--- src/rtl/crc_pkg.sv ---
package crc_pkg;

    typedef enum logic [2:0] {
        ST_IDLE = 3'd0,
        ST_RUN  = 3'd1,
        ST_AUG  = 3'd2,
        ST_EMIT = 3'd3,
        ST_FIN  = 3'd4
    } crc_state_e;

    typedef enum logic {
        MODE_GEN   = 1'b0,
        MODE_CHECK = 1'b1
    } crc_mode_e;

endpackage

--- src/rtl/crc_step.sv ---
// One modulo-2 division step: shift in one bit, subtract the generator
// when the bit leaving the top of the active register is set.
module crc_step #(
    parameter  int MAX_DEG = 16,
    localparam int DW      = $clog2(MAX_DEG + 1)
) (
    input  logic [MAX_DEG-1:0] crc_i,
    input  logic [MAX_DEG-1:0] taps_i,
    input  logic [DW-1:0]      deg_i,
    input  logic               bit_i,
    output logic [MAX_DEG-1:0] crc_o
);

    logic lead;

    // leading bit of the partial dividend sits at position deg-1
    always_comb begin
        lead = 1'b0;
        for (int k = 0; k < MAX_DEG; k++) begin
            if (DW'(k) + DW'(1) == deg_i) begin
                lead = crc_i[k];
            end
        end
    end

    for (genvar i = 0; i < MAX_DEG; i++) begin : g_bit
        logic shin;
        if (i == 0) begin : g_lsb
            assign shin = bit_i;
        end else begin : g_up
            assign shin = crc_i[i-1];
        end
        assign crc_o[i] = (DW'(i) < deg_i) & (shin ^ (lead & taps_i[i]));
    end

endmodule

--- src/rtl/crc_bitsel.sv ---
// Picks remainder bit (deg-1-idx) so the remainder leaves MSB first.
module crc_bitsel #(
    parameter  int MAX_DEG = 16,
    localparam int DW      = $clog2(MAX_DEG + 1)
) (
    input  logic [MAX_DEG-1:0] crc_i,
    input  logic [DW-1:0]      deg_i,
    input  logic [DW-1:0]      idx_i,
    output logic               bit_o
);

    always_comb begin
        bit_o = 1'b0;
        for (int k = 0; k < MAX_DEG; k++) begin
            if (DW'(k) + idx_i + DW'(1) == deg_i) begin
                bit_o = crc_i[k];
            end
        end
    end

endmodule

--- src/rtl/serial_crc.sv ---
module serial_crc
    import crc_pkg::*;
#(
    parameter  int MAX_DEG = 16,
    localparam int DW      = $clog2(MAX_DEG + 1)
) (
    input  logic               clk,
    input  logic               rst_n,
    input  logic               start_i,
    input  logic               check_mode_i,
    input  logic [MAX_DEG-1:0] poly_i,
    input  logic [DW-1:0]      deg_i,
    input  logic               din_i,
    input  logic               din_valid_i,
    input  logic               din_last_i,
    output logic               dout_o,
    output logic               dout_valid_o,
    output logic [MAX_DEG-1:0] rem_o,
    output logic               done_o,
    output logic               error_o
);

    typedef struct packed {
        crc_state_e         state;
        crc_mode_e          mode;
        logic [MAX_DEG-1:0] taps;
        logic [DW-1:0]      deg;
        logic [MAX_DEG-1:0] crc;
        logic [DW-1:0]      cnt;
        logic               dout;
        logic               dvld;
        logic               done;
        logic               err;
    } crc_regs_t;

    crc_regs_t r_d, r_q;

    logic               step_bit;
    logic [MAX_DEG-1:0] step_crc;
    logic               emit_bit;
    logic               cnt_last;

    // message bits during the frame, zeros during augmentation
    assign step_bit = (r_q.state == ST_RUN) ? din_i : 1'b0;
    assign cnt_last = (r_q.cnt == r_q.deg - DW'(1));

    crc_step #(.MAX_DEG(MAX_DEG)) i_step (
        .crc_i  (r_q.crc),
        .taps_i (r_q.taps),
        .deg_i  (r_q.deg),
        .bit_i  (step_bit),
        .crc_o  (step_crc)
    );

    crc_bitsel #(.MAX_DEG(MAX_DEG)) i_bitsel (
        .crc_i (r_q.crc),
        .deg_i (r_q.deg),
        .idx_i (r_q.cnt),
        .bit_o (emit_bit)
    );

    always_comb begin
        r_d      = r_q;
        r_d.dvld = 1'b0;
        r_d.dout = 1'b0;
        r_d.done = 1'b0;
        r_d.err  = 1'b0;

        unique case (r_q.state)
            ST_RUN: begin
                if (din_valid_i) begin
                    r_d.crc = step_crc;
                    if (r_q.mode == MODE_GEN) begin
                        r_d.dvld = 1'b1;
                        r_d.dout = din_i;
                    end
                    if (din_last_i) begin
                        r_d.cnt = '0;
                        if (r_q.mode == MODE_CHECK) begin
                            r_d.done  = 1'b1;
                            r_d.err   = |step_crc;
                            r_d.state = ST_IDLE;
                        end else begin
                            r_d.state = ST_AUG;
                        end
                    end
                end
            end
            ST_AUG: begin
                r_d.crc = step_crc;
                r_d.cnt = r_q.cnt + DW'(1);
                if (cnt_last) begin
                    r_d.cnt   = '0;
                    r_d.state = ST_EMIT;
                end
            end
            ST_EMIT: begin
                r_d.dvld = 1'b1;
                r_d.dout = emit_bit;
                r_d.cnt  = r_q.cnt + DW'(1);
                if (cnt_last) begin
                    r_d.cnt   = '0;
                    r_d.state = ST_FIN;
                end
            end
            ST_FIN: begin
                r_d.done  = 1'b1;
                r_d.state = ST_IDLE;
            end
            default: begin
                r_d.state = ST_IDLE;
            end
        endcase

        if (start_i) begin
            r_d.state = ST_RUN;
            r_d.mode  = crc_mode_e'(check_mode_i);
            r_d.taps  = poly_i;
            r_d.deg   = deg_i;
            r_d.crc   = '0;
            r_d.cnt   = '0;
            r_d.dvld  = 1'b0;
            r_d.dout  = 1'b0;
            r_d.done  = 1'b0;
            r_d.err   = 1'b0;
        end
    end

    always_ff @(posedge clk or negedge rst_n) begin
        if (!rst_n) begin
            r_q <= '0;
        end else begin
            r_q <= r_d;
        end
    end

    assign dout_o       = r_q.dout;
    assign dout_valid_o = r_q.dvld;
    assign rem_o        = r_q.crc;
    assign done_o       = r_q.done;
    assign error_o      = r_q.err;

    // done is a single-cycle pulse
    a_r7_done_single: assert property (@(posedge clk) disable iff (!rst_n)
        done_o |=> !done_o);

    // error only alongside done
    a_r10_err_with_done: assert property (@(posedge clk) disable iff (!rst_n)
        error_o |-> done_o);

    // no serial output from a frame latched in check mode
    a_r8_silent_check: assert property (@(posedge clk) disable iff (!rst_n)
        dout_valid_o |-> (r_q.mode == MODE_GEN));

    // a stall leaves the remainder untouched
    a_r4_stall_hold: assert property (@(posedge clk) disable iff (!rst_n)
        (r_q.state == ST_RUN && !din_valid_i && !start_i) |=> $stable(rem_o));

    // start clears the division register
    a_r2_clear_on_start: assert property (@(posedge clk) disable iff (!rst_n)
        start_i |=> (rem_o == '0));

    // phase counter stays inside the programmed degree
    a_r5_cnt_bound: assert property (@(posedge clk) disable iff (!rst_n)
        (r_q.state == ST_AUG || r_q.state == ST_EMIT) |-> (r_q.cnt < r_q.deg));

    // the augmentation phase produces no serial output
    a_r5_aug_quiet: assert property (@(posedge clk) disable iff (!rst_n)
        (r_q.state == ST_AUG && !start_i) |=> !dout_valid_o);

endmodule

--- config.mk ---
export PLATFORM = sky130hd
export DESIGN_NAME = serial_crc
export DESIGN_NICKNAME = d
export VERILOG_FILES = /design/src/rtl/crc_pkg.sv /design/src/rtl/crc_step.sv /design/src/rtl/crc_bitsel.sv /design/src/rtl/serial_crc.sv
export SDC_FILE = /design/constraint.sdc
export NUM_CORES = 1
export LEC_CHECK = 0
export BUFFER_PORTS_ARGS = -buffer_cell sky130_fd_sc_hd__buf_2
export CORE_ASPECT_RATIO = 1.4
export CORE_MARGIN = 2
export CORE_UTILIZATION = 54
export DETAILED_ROUTE_END_ITERATION = 16
export GPL_TIMING_DRIVEN = 1
export PLACE_DENSITY_LB_ADDON = 0.2
export SLEW_MARGIN = 10
export SYNTH_ARGS = -nofsm -noshare
export SYNTH_HDL_FRONTEND = slang
export SYNTH_SLANG_ARGS = --single-unit
--- constraint.sdc ---
create_clock -name clk -period 3.03 [get_ports clk]
set_input_delay 0.4545 -clock clk [delete_from_list [all_inputs] [get_ports clk]]
set_output_delay 0.4545 -clock clk [all_outputs]
set_load 0.02 [all_outputs]
==> impl_summary.log <==
[metrics] per-cell routed wire length: 19.0 µm
[metrics] FFs w/ async S/R, synth: 100%
[metrics] pin count of the biggest net entering global routing: 51
[metrics] pin slew with the least headroom to its limit: 0.621 ns
[metrics] number of library cell types mapped by synthesis: 56
[metrics] routed via count: 3655
[metrics] run status: finished clean
[metrics] Skew-Pair Late Insertion Delay: 0.32 ns
[metrics] effective utilization at floorplan: 54.9%
[metrics] row count: 37
[metrics] min Tclk post-route: 2.93 ns
[metrics] Netlist Area Pre-Place: 0.00397 mm²
[metrics] Setup violations, final: 0
[metrics] largest clock skew in the final design: 0.0129 ns
[metrics] cell with the biggest individual delay on the critical path: sky130_fd_sc_hd__dfrtp_2
[metrics] type of the tightest min-delay check: input port to async pin
[metrics] Design Power: 1.73 mW
[metrics] clock sink count: 50
[metrics] CP top delay family: simple AND/OR/NAND/NOR gates
[metrics] Setup Crit Path Kind: flop to flop
[metrics] Boundary Pins: 48
[metrics] Placement Cell Area: 0.00437 mm²
[metrics] root buffer cell: sky130_fd_sc_hd__clkbuf_8
[metrics] Top FF cell, synth: sky130_fd_sc_hd__dfrtp_1
[metrics] required time worst endpoint: 3.22 ns
[metrics] critical-path cell list: inv_1 > buf_4 > ha_1 > and3b_1 > o221a_1 > nor3_2 > o311ai_4 > buf_12 > nand3_1 > xor2_1 > o22ai_1 > nor4_1 > buf_4 > a31oi_1
[metrics] critical path endpoint category: flop
[metrics] GR Util met1: 33.6%
[metrics] most frequent cell on the critical path: sky130_fd_sc_hd__buf_4
[metrics] Final period util: 96.6%
[metrics] worst rel slew slack: 58.6%
[metrics] Die X: 76.4 µm
[metrics] Reg clk slew, reported paths: 0.10 ns
[metrics] Global Route met2 Usage: 54.2%
[metrics] antenna viol nets, final: 0
[metrics] Max Buffers Root-to-Sink: 2
[metrics] first-pass GRT wire length: 19200 µm
[metrics] proportion of synthesized chip area in sequential cells: 31.6%
[metrics] maximum clock frequency: 342 MHz
[metrics] CTS tree: done
[metrics] Syn-to-layout area delta: 14.4%
[metrics] delay of the slowest cell on the worst path: 0.44 ns
[metrics] number of maximum-capacitance constraint violations: 0
[metrics] crit path max fanout: 9
[metrics] Synth Area per Inst: 8.31 µm²
[metrics] top cell type by total area after synthesis: sky130_fd_sc_hd__dfrtp_1
[metrics] area share of the leading cell type in the synthesized netlist: 31.6%
[metrics] count of buffers from port buffering: 47
[metrics] routed wire length: 11800 µm
[metrics] leading cell type in the layout, fill and taps excluded: sky130_fd_sc_hd__nand2_1
[metrics] Max Slew Vio Count: 0
[metrics] Initial DRT Pass Iterations: 5
[metrics] routed via count divided by cell count: 5.86
[metrics] commonest cells after routing, fill and taps aside: sky130_fd_sc_hd__nand2_1, sky130_fd_sc_hd__dfrtp_1, sky130_fd_sc_hd__buf_2
[metrics] Power Dens Cells: 383 mW/mm²
[metrics] Overflow after GRT: 0
[metrics] DP Cell Count: 616
[metrics] share of final-layout standard cells stronger than drive strength 1: 24.7%
[metrics] busiest grt layer: met2
[metrics] unrepaired setup endpoints after global routing: true
[metrics] count of warnings emitted by yosys: 0
[metrics] largest cells by area after synthesis: sky130_fd_sc_hd__dfrtp_1, sky130_fd_sc_hd__xnor2_1, sky130_fd_sc_hd__ha_1, sky130_fd_sc_hd__a21oi_1, sky130_fd_sc_hd__nand2_1
[metrics] total routing usage reported by global routing: 30.9%
[metrics] final design instance area without fill: 0.00453 mm²
[metrics] Antenna Diode Count: 0
[metrics] number of remaining DRC errors: 0
[metrics] Post-Synthesis Net Count: 523
[metrics] net total in the final layout: 573
[metrics] Initial DRC Count: 221
[metrics] worst endpoint data arrival time: 3.12 ns
[metrics] Yosys reg bits: 50
[metrics] H-tree levels: 2
[metrics] die area: 0.00805 mm²
[metrics] CORE AREA: 0.00722 mm²
[metrics] Static Leakage: 1.99 nW
[metrics] antenna violations before repair: 0
[metrics] Post-DP HPWL: 9320 µm
[metrics] worst vdd rail ir drop: 0.000368 V
[metrics] Die Y: 105 µm
[metrics] Cell Count, Final, Fillers Out: 624
[metrics] critical path launch point type: flop
[metrics] final estimated routing congestion in global placement: 0.946
[metrics] number of CTS-inserted buffers: 5
[metrics] global routing met3 resource utilization: 4.45%
[metrics] vias in the first global route: 3828
[metrics] Post-Synthesis Cells: 477
[metrics] Hold Violations, Final: 0
[metrics] EDFF count, synth: 0
[metrics] worst path bufs/invs: 4
worst paths after layout:
check,endpoint,from,depth (start not counted),slack (ns)
worst max-delay path,error_o,r_q[26],14,0.10
worst min-delay path,r_q[31],rst_n,1,0.15
worst max register to register,error_o,r_q[26],14,0.10
worst min register to register,r_q[37],r_q[37],1,0.51
max in group asynchronous,r_q[28],rst_n,1,2.44
min in group clk,r_q[26],deg_i[1],3,0.34
what timing repair did:
action / CTS / global route
buffers inserted: 0 / 1
gates cloned: 0 / 0
setup endpoints to repair: 1 / 12
pin swaps: 1 / 3
resized for setup: 0 / 13
hold buffers: 0 / 0
where the power goes:
group          internal (mW)  switching [mW]  total [mW]
clock                  0.160           0.228       0.388
combinational          0.242           0.342       0.584
sequential             0.712          0.0508       0.762
total                   1.11           0.621        1.73
cell type report:
cell class / count / area (µm²)
Timing Repair Buffer: 85 / 548
Fill cell: 692 / 2690
Tap cell: 97 / 121
Inverter: 17 / 63.8
Multi-Input combinational cell: 368 / 2460
Clock buffer: 5 / 68.8
Clock inverter: 2 / 13.8
Sequential cell: 50 / 1250
per-stage QoR:
step	TNS, ns	setup WS, ns	util [%]	hold WS, ns
2_1_floorplan	0	0.145	-	0.159
3_3_place_gp	0	0.0702	60.5	0.496
3_5_place_dp	0	0.0174	60.5	0.498
4_1_cts	0	0.0290	61.7	0.336
5_1_grt	-0.0249	-0.0249	62.8	0.200
6_report	0	0.104	62.8	0.147
metal layers:
metal	vias up	wire (µm)
li1	1745	-
met1	1736	4430
met2	119	6010
met3	55	445
met4	0	939
met5	-	0
registers in the layout, summed over array words and instances, names as in the netlist:
name / count
error_o: 1
rem_o: 16
r_q: 30
done_o: 1
dout_o: 1
dout_valid_o: 1
cell usage after synthesis, drive strengths merged, types with 18 or more instances:
cell type	n
nand2	55
dfrtp	50
a21oi	42
nor2	37
xnor2	33
buf	26
nand3	26
o21ai	25
xor2	20
ha	18
mux2	18
nor3	18
kinds of logic after synthesis:
family	share of synthesized area (%)
multiplexers	5.36
adder cells (fa/ha/maj)	5.68
buffers and inverters	7.70
AND/OR/NAND/NOR	22.0
flip-flops	31.6
XOR/XNOR	12.3
AO/OA/AOI/OAI	15.4
Note: power is estimated with default switching activity, not from simulation.
